## src/rtl/dec16_pkg.sv

```systemverilog
package dec16_pkg;

   typedef enum logic [1:0] {
      FMT_J  = 2'd0,
      FMT_I1 = 2'd1,
      FMT_I2 = 2'd2,
      FMT_R  = 2'd3
   } fmt_e;

   typedef enum logic [3:0] {
      ALU_ADD   = 4'd0,
      ALU_RSUB  = 4'd1,
      ALU_XOR   = 4'd2,
      ALU_ANDN  = 4'd3,
      ALU_ROL   = 4'd4,
      ALU_SLL   = 4'd5,
      ALU_ROR   = 4'd6,
      ALU_SRL   = 4'd7,
      ALU_SEQ   = 4'd8,
      ALU_SLT   = 4'd9,
      ALU_SLE   = 4'd10,
      ALU_SCO   = 4'd11,
      ALU_BREV  = 4'd12,
      ALU_PASSB = 4'd13,
      ALU_BMRG  = 4'd14,
      ALU_RSVD  = 4'd15
   } alu_e;

   typedef enum logic [2:0] {
      EXT_NONE = 3'd0,
      EXT_S5   = 3'd1,
      EXT_Z5   = 3'd2,
      EXT_SHM  = 3'd3,
      EXT_S8   = 3'd4,
      EXT_Z8   = 3'd5,
      EXT_S11  = 3'd6
   } ext_e;

   typedef enum logic [1:0] {
      RD_NONE = 2'd0,
      RD_LO   = 2'd1,
      RD_MID  = 2'd2,
      RD_HI   = 2'd3
   } rdsel_e;

   typedef struct packed {
      fmt_e   fmt;
      ext_e   ext;
      rdsel_e rd_sel;
      logic   use_imm;
      logic   mem_rd;
      logic   mem_wr;
      logic   reg_wr;
      logic   link;
      logic   branch;
      logic   jump;
      logic   jump_reg;
      logic   halt;
      logic   rti;
      logic   illegal;
   } ctl_t;

endpackage

```

## src/rtl/dec16_class.sv

```systemverilog
module dec16_class
   import dec16_pkg::*;
(
   input  logic [4:0] opc_i,
   output ctl_t       ctl_o
);

   always_comb begin
      ctl_o = '{fmt: FMT_R, ext: EXT_NONE, rd_sel: RD_NONE, default: 1'b0};
      casez (opc_i)
         5'b00000: ctl_o.halt = 1'b1;
         5'b00001: ;
         5'b00010: ctl_o.illegal = 1'b1;
         5'b00011: ctl_o.rti = 1'b1;
         5'b00100: begin
            ctl_o.fmt  = FMT_J;
            ctl_o.ext  = EXT_S11;
            ctl_o.jump = 1'b1;
         end
         5'b00110: begin
            ctl_o.fmt    = FMT_J;
            ctl_o.ext    = EXT_S11;
            ctl_o.jump   = 1'b1;
            ctl_o.link   = 1'b1;
            ctl_o.reg_wr = 1'b1;
         end
         5'b00101: begin
            ctl_o.fmt      = FMT_I2;
            ctl_o.ext      = EXT_S8;
            ctl_o.use_imm  = 1'b1;
            ctl_o.jump     = 1'b1;
            ctl_o.jump_reg = 1'b1;
         end
         5'b00111: begin
            ctl_o.fmt      = FMT_I2;
            ctl_o.ext      = EXT_S8;
            ctl_o.use_imm  = 1'b1;
            ctl_o.jump     = 1'b1;
            ctl_o.jump_reg = 1'b1;
            ctl_o.link     = 1'b1;
            ctl_o.reg_wr   = 1'b1;
         end
         5'b010??: begin
            ctl_o.fmt     = FMT_I1;
            ctl_o.ext     = opc_i[1] ? EXT_Z5 : EXT_S5;
            ctl_o.use_imm = 1'b1;
            ctl_o.reg_wr  = 1'b1;
            ctl_o.rd_sel  = RD_MID;
         end
         5'b011??: begin
            ctl_o.fmt    = FMT_I2;
            ctl_o.ext    = EXT_S8;
            ctl_o.branch = 1'b1;
         end
         5'b10000: begin
            ctl_o.fmt     = FMT_I1;
            ctl_o.ext     = EXT_S5;
            ctl_o.use_imm = 1'b1;
            ctl_o.mem_wr  = 1'b1;
         end
         5'b10001: begin
            ctl_o.fmt     = FMT_I1;
            ctl_o.ext     = EXT_S5;
            ctl_o.use_imm = 1'b1;
            ctl_o.mem_rd  = 1'b1;
            ctl_o.reg_wr  = 1'b1;
            ctl_o.rd_sel  = RD_MID;
         end
         5'b10010: begin
            ctl_o.fmt     = FMT_I2;
            ctl_o.ext     = EXT_Z8;
            ctl_o.use_imm = 1'b1;
            ctl_o.reg_wr  = 1'b1;
            ctl_o.rd_sel  = RD_HI;
         end
         5'b10011: begin
            ctl_o.fmt     = FMT_I1;
            ctl_o.ext     = EXT_S5;
            ctl_o.use_imm = 1'b1;
            ctl_o.mem_wr  = 1'b1;
            ctl_o.reg_wr  = 1'b1;
            ctl_o.rd_sel  = RD_HI;
         end
         5'b101??: begin
            ctl_o.fmt     = FMT_I1;
            ctl_o.ext     = EXT_SHM;
            ctl_o.use_imm = 1'b1;
            ctl_o.reg_wr  = 1'b1;
            ctl_o.rd_sel  = RD_MID;
         end
         5'b11000: begin
            ctl_o.fmt     = FMT_I2;
            ctl_o.ext     = EXT_S8;
            ctl_o.use_imm = 1'b1;
            ctl_o.reg_wr  = 1'b1;
            ctl_o.rd_sel  = RD_HI;
         end
         default: begin
            ctl_o.reg_wr = 1'b1;
            ctl_o.rd_sel = RD_LO;
         end
      endcase
   end

endmodule

```

## src/rtl/dec16_imm.sv

```systemverilog
module dec16_imm
   import dec16_pkg::*;
#(
   parameter int DATA_W  = 16,
   parameter int FIELD_W = 11
) (
   input  logic [FIELD_W-1:0] field_i,
   input  ext_e               ext_i,
   output logic [DATA_W-1:0]  imm_o
);

   localparam int SHAMT_RAW = $clog2(DATA_W);
   localparam int SHAMT_W   = (SHAMT_RAW > 5) ? 5 : SHAMT_RAW;

   logic [3:0] keep_w;
   logic       fill_b;

   always_comb begin
      keep_w = 4'd0;
      fill_b = 1'b0;
      unique case (ext_i)
         EXT_S5:  begin keep_w = 4'd5;  fill_b = field_i[4];  end
         EXT_Z5:  keep_w = 4'd5;
         EXT_SHM: keep_w = 4'(SHAMT_W);
         EXT_S8:  begin keep_w = 4'd8;  fill_b = field_i[7];  end
         EXT_Z8:  keep_w = 4'd8;
         EXT_S11: begin keep_w = 4'd11; fill_b = field_i[10]; end
         default: ;
      endcase
   end

   for (genvar b = 0; b < DATA_W; b++) begin : g_bit
      if (b < FIELD_W) begin : g_field
         assign imm_o[b] = (4'(b) < keep_w) ? field_i[b] : fill_b;
      end else begin : g_fill
         assign imm_o[b] = fill_b;
      end
   end

endmodule

```

## src/rtl/dec16_alu.sv

```systemverilog
module dec16_alu
   import dec16_pkg::*;
(
   input  logic [4:0] opc_i,
   input  logic [1:0] func_i,
   output alu_e       alu_o
);

   always_comb begin
      casez (opc_i)
         5'b010??: alu_o = alu_e'({2'b00, opc_i[1:0]});
         5'b11011: alu_o = alu_e'({2'b00, func_i});
         5'b101??: alu_o = alu_e'({2'b01, opc_i[1:0]});
         5'b11010: alu_o = alu_e'({2'b01, func_i});
         5'b111??: alu_o = alu_e'({2'b10, opc_i[1:0]});
         5'b11001: alu_o = ALU_BREV;
         5'b11000: alu_o = ALU_PASSB;
         5'b10010: alu_o = ALU_BMRG;
         default:  alu_o = ALU_ADD;
      endcase
   end

endmodule

```

## src/rtl/dec16_decoder.sv

```systemverilog
module dec16_decoder
   import dec16_pkg::*;
#(
   parameter int DATA_W   = 16,
   parameter int LINK_REG = 7
) (
   input  logic [15:0]       instr_i,
   output logic [1:0]        fmt_o,
   output logic [2:0]        rs_o,
   output logic [2:0]        rt_o,
   output logic [2:0]        rd_o,
   output logic [DATA_W-1:0] imm_o,
   output logic              use_imm_o,
   output logic [3:0]        alu_op_o,
   output logic [1:0]        br_cond_o,
   output logic              mem_rd_o,
   output logic              mem_wr_o,
   output logic              reg_wr_o,
   output logic              link_o,
   output logic              branch_o,
   output logic              jump_o,
   output logic              jump_reg_o,
   output logic              halt_o,
   output logic              rti_o,
   output logic              illegal_o
);

   localparam int OPC_W   = 5;
   localparam int REG_AW  = 3;
   localparam int FIELD_W = 16 - OPC_W;

   if (DATA_W < 16) begin : g_bad_width
      $error("dec16_decoder: DATA_W must be at least 16");
   end
   if (LINK_REG < 0 || LINK_REG >= (1 << REG_AW)) begin : g_bad_link
      $error("dec16_decoder: LINK_REG outside register range");
   end

   logic [OPC_W-1:0]   opc;
   logic [FIELD_W-1:0] field;
   ctl_t               ctl;
   alu_e               alu_sel;

   assign opc   = instr_i[15:11];
   assign field = instr_i[FIELD_W-1:0];

   dec16_class u_class (
      .opc_i (opc),
      .ctl_o (ctl)
   );

   dec16_imm #(
      .DATA_W  (DATA_W),
      .FIELD_W (FIELD_W)
   ) u_imm (
      .field_i (field),
      .ext_i   (ctl.ext),
      .imm_o   (imm_o)
   );

   dec16_alu u_alu (
      .opc_i  (opc),
      .func_i (instr_i[1:0]),
      .alu_o  (alu_sel)
   );

   always_comb begin
      if (ctl.link) begin
         rd_o = REG_AW'(LINK_REG);
      end else begin
         unique case (ctl.rd_sel)
            RD_LO:   rd_o = instr_i[4:2];
            RD_MID:  rd_o = instr_i[7:5];
            RD_HI:   rd_o = instr_i[10:8];
            default: rd_o = '0;
         endcase
      end
   end

   assign fmt_o      = ctl.fmt;
   assign rs_o       = instr_i[10:8];
   assign rt_o       = instr_i[7:5];
   assign use_imm_o  = ctl.use_imm;
   assign alu_op_o   = alu_sel;
   assign br_cond_o  = ctl.branch ? opc[1:0] : 2'b00;
   assign mem_rd_o   = ctl.mem_rd;
   assign mem_wr_o   = ctl.mem_wr;
   assign reg_wr_o   = ctl.reg_wr;
   assign link_o     = ctl.link;
   assign branch_o   = ctl.branch;
   assign jump_o     = ctl.jump;
   assign jump_reg_o = ctl.jump_reg;
   assign halt_o     = ctl.halt;
   assign rti_o      = ctl.rti;
   assign illegal_o  = ctl.illegal;

endmodule

```

## config.mk

```make
export PLATFORM = sky130hd
export DESIGN_NAME = dec16_decoder
export DESIGN_NICKNAME = d
export VERILOG_FILES = /design/src/rtl/dec16_pkg.sv /design/src/rtl/dec16_class.sv /design/src/rtl/dec16_imm.sv /design/src/rtl/dec16_alu.sv /design/src/rtl/dec16_decoder.sv
export SDC_FILE = /design/constraint.sdc
export NUM_CORES = 1
export LEC_CHECK = 0
export BUFFER_PORTS_ARGS = -buffer_cell sky130_fd_sc_hd__buf_2
export CAP_MARGIN = 20
export CORE_ASPECT_RATIO = 1.75
export CORE_MARGIN = 3
export CORE_UTILIZATION = 32
export DETAILED_ROUTE_END_ITERATION = 16
export PLACE_DENSITY = 0.73
export SLEW_MARGIN = 10
export SYNTH_ARGS = -nofsm -noshare
export SYNTH_HDL_FRONTEND = slang
export SYNTH_HIERARCHICAL = 1
export SYNTH_SLANG_ARGS = --single-unit
```

## constraint.sdc

```tcl
create_clock -name vclk -period 2.1
set_clock_uncertainty 0.2 [all_clocks]
set_input_delay 0.21 -clock vclk [all_inputs]
set_output_delay 0.21 -clock vclk [all_outputs]
set_load 0.05 [all_outputs]
```

==> implementation parameters <==
Parameter                              Value

Status
  Result of the run ... finished, final reports clean

Power and ir drop
  Net Sw Power ... 370 uW
  Comb power frac ... 100.0%
  Part of the total power dissipated in the clock network ... 0%
  Maximum VDD drop ... 182 uV
  Cell-internal power ... 220 uW
  Sequential group share of total power ... 0%
  Standby leakage power ... 0.000735 uW
  Power per standard cell area ... 382 nW/um^2
  Fraction of power spent switching nets ... 62.7%
  Final total power ... 591 uW

Global routing
  Total track usage ... 16.7%
  Number of global-route vias before repair ... 1036
  Wire length of the first global-routing pass ... 4530 microns
  Maximum number of pins on one net before global-route repair ... 15
  Grt ovf ... 0
  Antenna violations before repair ... 0

Timing
  Worst setup slack after layout ... 26.9 ps
  Setup TNS Final ... 0 ps
  Worst-Margin Slew ... 283 ps
  Slew Limit Headroom ... 80.9%
  Count of endpoints failing setup in the final report ... 0
  Crit share post-route ... 98.7%
  Highest clock rate ... 0.482 GHz
  Final hold vios ... 0
  RSZ-0062 raised after global routing ... yes
  Slew Viols, Final ... 0
  Minimum clock period ... 2070 ps

Cells and area
  Storage element area ... 0 sq um
  Fraction of layout cells with a size suffix above 1 ... 71.7%
  Synthesis-to-finish area growth ... 80.2%
  Count of nets after finishing ... 202
  Sequential cell count ... 0
  Number of diodes added for antenna fixing ... 0
  Total of clock buffers placed in the layout ... 0
  Number of inserted filler cells in the final layout ... 222
  Number of non-filler instances in the completed layout ... 210

Worst setup path
  Critical path startpoint category ... primary input
  Classification of the worst setup path ... primary input to primary output
  CP endpoint kind ... primary output
  Required time reported for the critical path endpoint ... 1690 ps
  Max FO, Critical Path ... 5
  Critical Path AT ... 1660 ps

Routing
  DRT Wirelength ... 3180 microns
  Detailed-route wire length per cell ... 15.1 microns
  Count of antenna-violating nets left after detailed routing ... 0
  Post-route DRC ... 0
  Number of violations reported at the end of detailed-routing iteration 0 ... 34
  Number of detailed-routing iterations run before antenna repair ... 4
  Ratio of routed vias to standard cells ... 5.53
  Total via count after detailed routing ... 1162

Worst hold path
  Min-Delay Startpoint ... instr_i[8]
  Class of the tightest hold or removal check ... primary input to primary output
  WHS Path Cells ... 2
  Endpoint with the worst hold slack ... rs_o[0]

Floorplanning
  Std-Cell Rows ... 24
  Die width ... 45.2 microns
  Die height ... 74.5 microns
  Area enclosed by the die boundary ... 3360 sq um
  Placeable core area ... 2520 sq um
  Number of top-level pins ... 60
  Effective utilization at floorplan ... 34.0%

Placement
  Buffers on Ports ... 60
  Placed wire-length estimate after detailed placement ... 2390 microns
  Cell count after placement ... 204
  Post-placement setup slack ... -72.3 ps
  Final weighted congestion in routability-driven placement ... 0.854

Yosys
  Sequential cell area fraction in the yosys report ... 0%
  Gate count after technology mapping ... 110
  Mean Syn Cell Area ... 7.80 sq um
  Synthesis Warnings ... 6
  Combined area of all synthesized cells ... 858 sq um
  Syn_nets ... 126
  Yosys cell types ... 45

Flow run
  Maximum capacitance violations ... 0
==> cell usage after synthesis, types with 2 or more instances <==
| cell type | count | share of area (%) |
|---|---|---|
| sky130_fd_sc_hd__and2_1 | 3 | 2.2 |
| sky130_fd_sc_hd__buf_4 | 16 | 14 |
| sky130_fd_sc_hd__nor3b_2 | 4 | 5.8 |
| sky130_fd_sc_hd__buf_2 | 2 | 1.2 |
| sky130_fd_sc_hd__a21oi_1 | 3 | 1.7 |
| sky130_fd_sc_hd__o21a_1 | 2 | 1.7 |
| sky130_fd_sc_hd__a221o_1 | 3 | 3.5 |
| sky130_fd_sc_hd__nor3_1 | 2 | 1.2 |
| sky130_fd_sc_hd__a31oi_1 | 2 | 1.5 |
| sky130_fd_sc_hd__or3b_1 | 2 | 2.0 |
| sky130_fd_sc_hd__nor2b_2 | 3 | 3.1 |
| sky130_fd_sc_hd__nor3b_1 | 2 | 1.7 |
| sky130_fd_sc_hd__nand2b_1 | 2 | 1.5 |
| sky130_fd_sc_hd__mux2i_1 | 4 | 4.7 |
| sky130_fd_sc_hd__nand3b_1 | 4 | 3.5 |
| sky130_fd_sc_hd__nor2_1 | 6 | 2.6 |
| sky130_fd_sc_hd__mux2_2 | 2 | 2.6 |
| sky130_fd_sc_hd__nor2b_1 | 6 | 4.4 |
| sky130_fd_sc_hd__nand2_1 | 4 | 1.7 |
| sky130_fd_sc_hd__o21ai_1 | 6 | 3.5 |
| sky130_fd_sc_hd__o211ai_1 | 4 | 3.5 |
| sky130_fd_sc_hd__nor4b_1 | 2 | 2.0 |
| sky130_fd_sc_hd__o22ai_1 | 3 | 2.2 |
| sky130_fd_sc_hd__nand2b_4 | 2 | 3.2 |
==> placed cells by master, fill, tap and decap left out, types with 2 or more instances in the layout <==
cell type,instances
sky130_fd_sc_hd__a21oi_1,3
sky130_fd_sc_hd__nor4b_2,2
sky130_fd_sc_hd__mux2_2,2
sky130_fd_sc_hd__mux2i_1,2
sky130_fd_sc_hd__nand2b_4,4
sky130_fd_sc_hd__o21a_1,2
sky130_fd_sc_hd__o211ai_1,4
sky130_fd_sc_hd__or3b_1,2
sky130_fd_sc_hd__buf_2,40
sky130_fd_sc_hd__nor2b_2,4
sky130_fd_sc_hd__o21ai_1,2
sky130_fd_sc_hd__nor3b_4,4
sky130_fd_sc_hd__buf_4,38
sky130_fd_sc_hd__nor3b_1,2
sky130_fd_sc_hd__a31oi_1,2
sky130_fd_sc_hd__o21ai_2,4
sky130_fd_sc_hd__nand2_1,4
sky130_fd_sc_hd__nor2b_1,5
sky130_fd_sc_hd__and2_1,3
sky130_fd_sc_hd__a221o_2,3
sky130_fd_sc_hd__nand3b_1,4
sky130_fd_sc_hd__mux2i_2,2
sky130_fd_sc_hd__buf_8,2
sky130_fd_sc_hd__nor2_1,5
sky130_fd_sc_hd__buf_6,11
sky130_fd_sc_hd__o22ai_2,2
==> cell families (layout without fill, tap and decap cells) <==
kind of cell           after synthesis  in the layout  synth area share, %
buffers and inverters               20             94                 16.9
AO/OA/AOI/OAI                       30             30                 24.9
multiplexers                         7              7                 8.60
AND/OR/NAND/NOR                     51             51                 47.5
XOR/XNOR                             2              2                 2.04
==> per-layer routing <==
metal | track usage [%] | part of all wire [%] | up-vias
met1 | 18.0 | 33 | 541
met4 | 0.651 | 0.38 | 0
met2 | 34.7 | 60 | 69
met3 | 0.969 | 6.9 | 4
li1 | - | - | 548
met5 | 0 | 0 | -
==> per-stage QoR <==
step                      hold WS [ps]  util (%)  cell area, sq um
final                              533      61.3              1550
after global routing               540      61.3              1550
after CTS                          534      55.2              1390
after detailed placement           534      53.3              1350
after global placement             531      53.3              1350
after floorplan                    380         -               942
==> critical path, cell delays in order <==
cell and delay [ps]:
sky130_fd_sc_hd__buf_2 180, sky130_fd_sc_hd__o21a_1 190, sky130_fd_sc_hd__o22ai_2 70, sky130_fd_sc_hd__buf_4 160
sky130_fd_sc_hd__mux2_4 290, sky130_fd_sc_hd__a221o_2 400, sky130_fd_sc_hd__buf_8 160
==> how the worst max path moves through the flow <==
stage / slack, ps / startpoint / endpoint / cells past startpoint
3_3_place_gp: -40 / instr_i[12] / rd_o[1] / 7
5_1_grt: -30 / instr_i[13] / imm_o[9] / 9
2_1_floorplan: -120 / instr_i[13] / imm_o[4] / 5
4_1_cts: 5 / instr_i[12] / rd_o[0] / 7
6_report: 30 / instr_i[15] / rd_o[1] / 7
3_5_place_dp: -70 / instr_i[13] / imm_o[11] / 8
==> power by group through the flow <==
stage	clock network, uW	logic [uW]	registers [uW]
detailed placement	0	525	0
CTS	0	547	0
finish	0	591	0
global route	0	619	0
global placement	0	516	0
floorplan	0	397	0
==> area by class of cell <==
type | count | area [sq um] | area share [%]
inverter | 1 | 3.75 | 0.243
multi-input combinational | 90 | 843 | 54.5
tap | 26 | 32.5 | 2.10
timing repair buffer | 93 | 667 | 43.1
==> what timing repair did <==
item / 4_1_cts / 5_1_grt
buffers inserted: 0 / 6
pin swaps: 1 / 5
endpoints found under the setup margin: 14 / 19
resized for setup: 17 / 33
hold buffers: 0 / 0
Note: power is estimated with default switching activity, not from simulation.
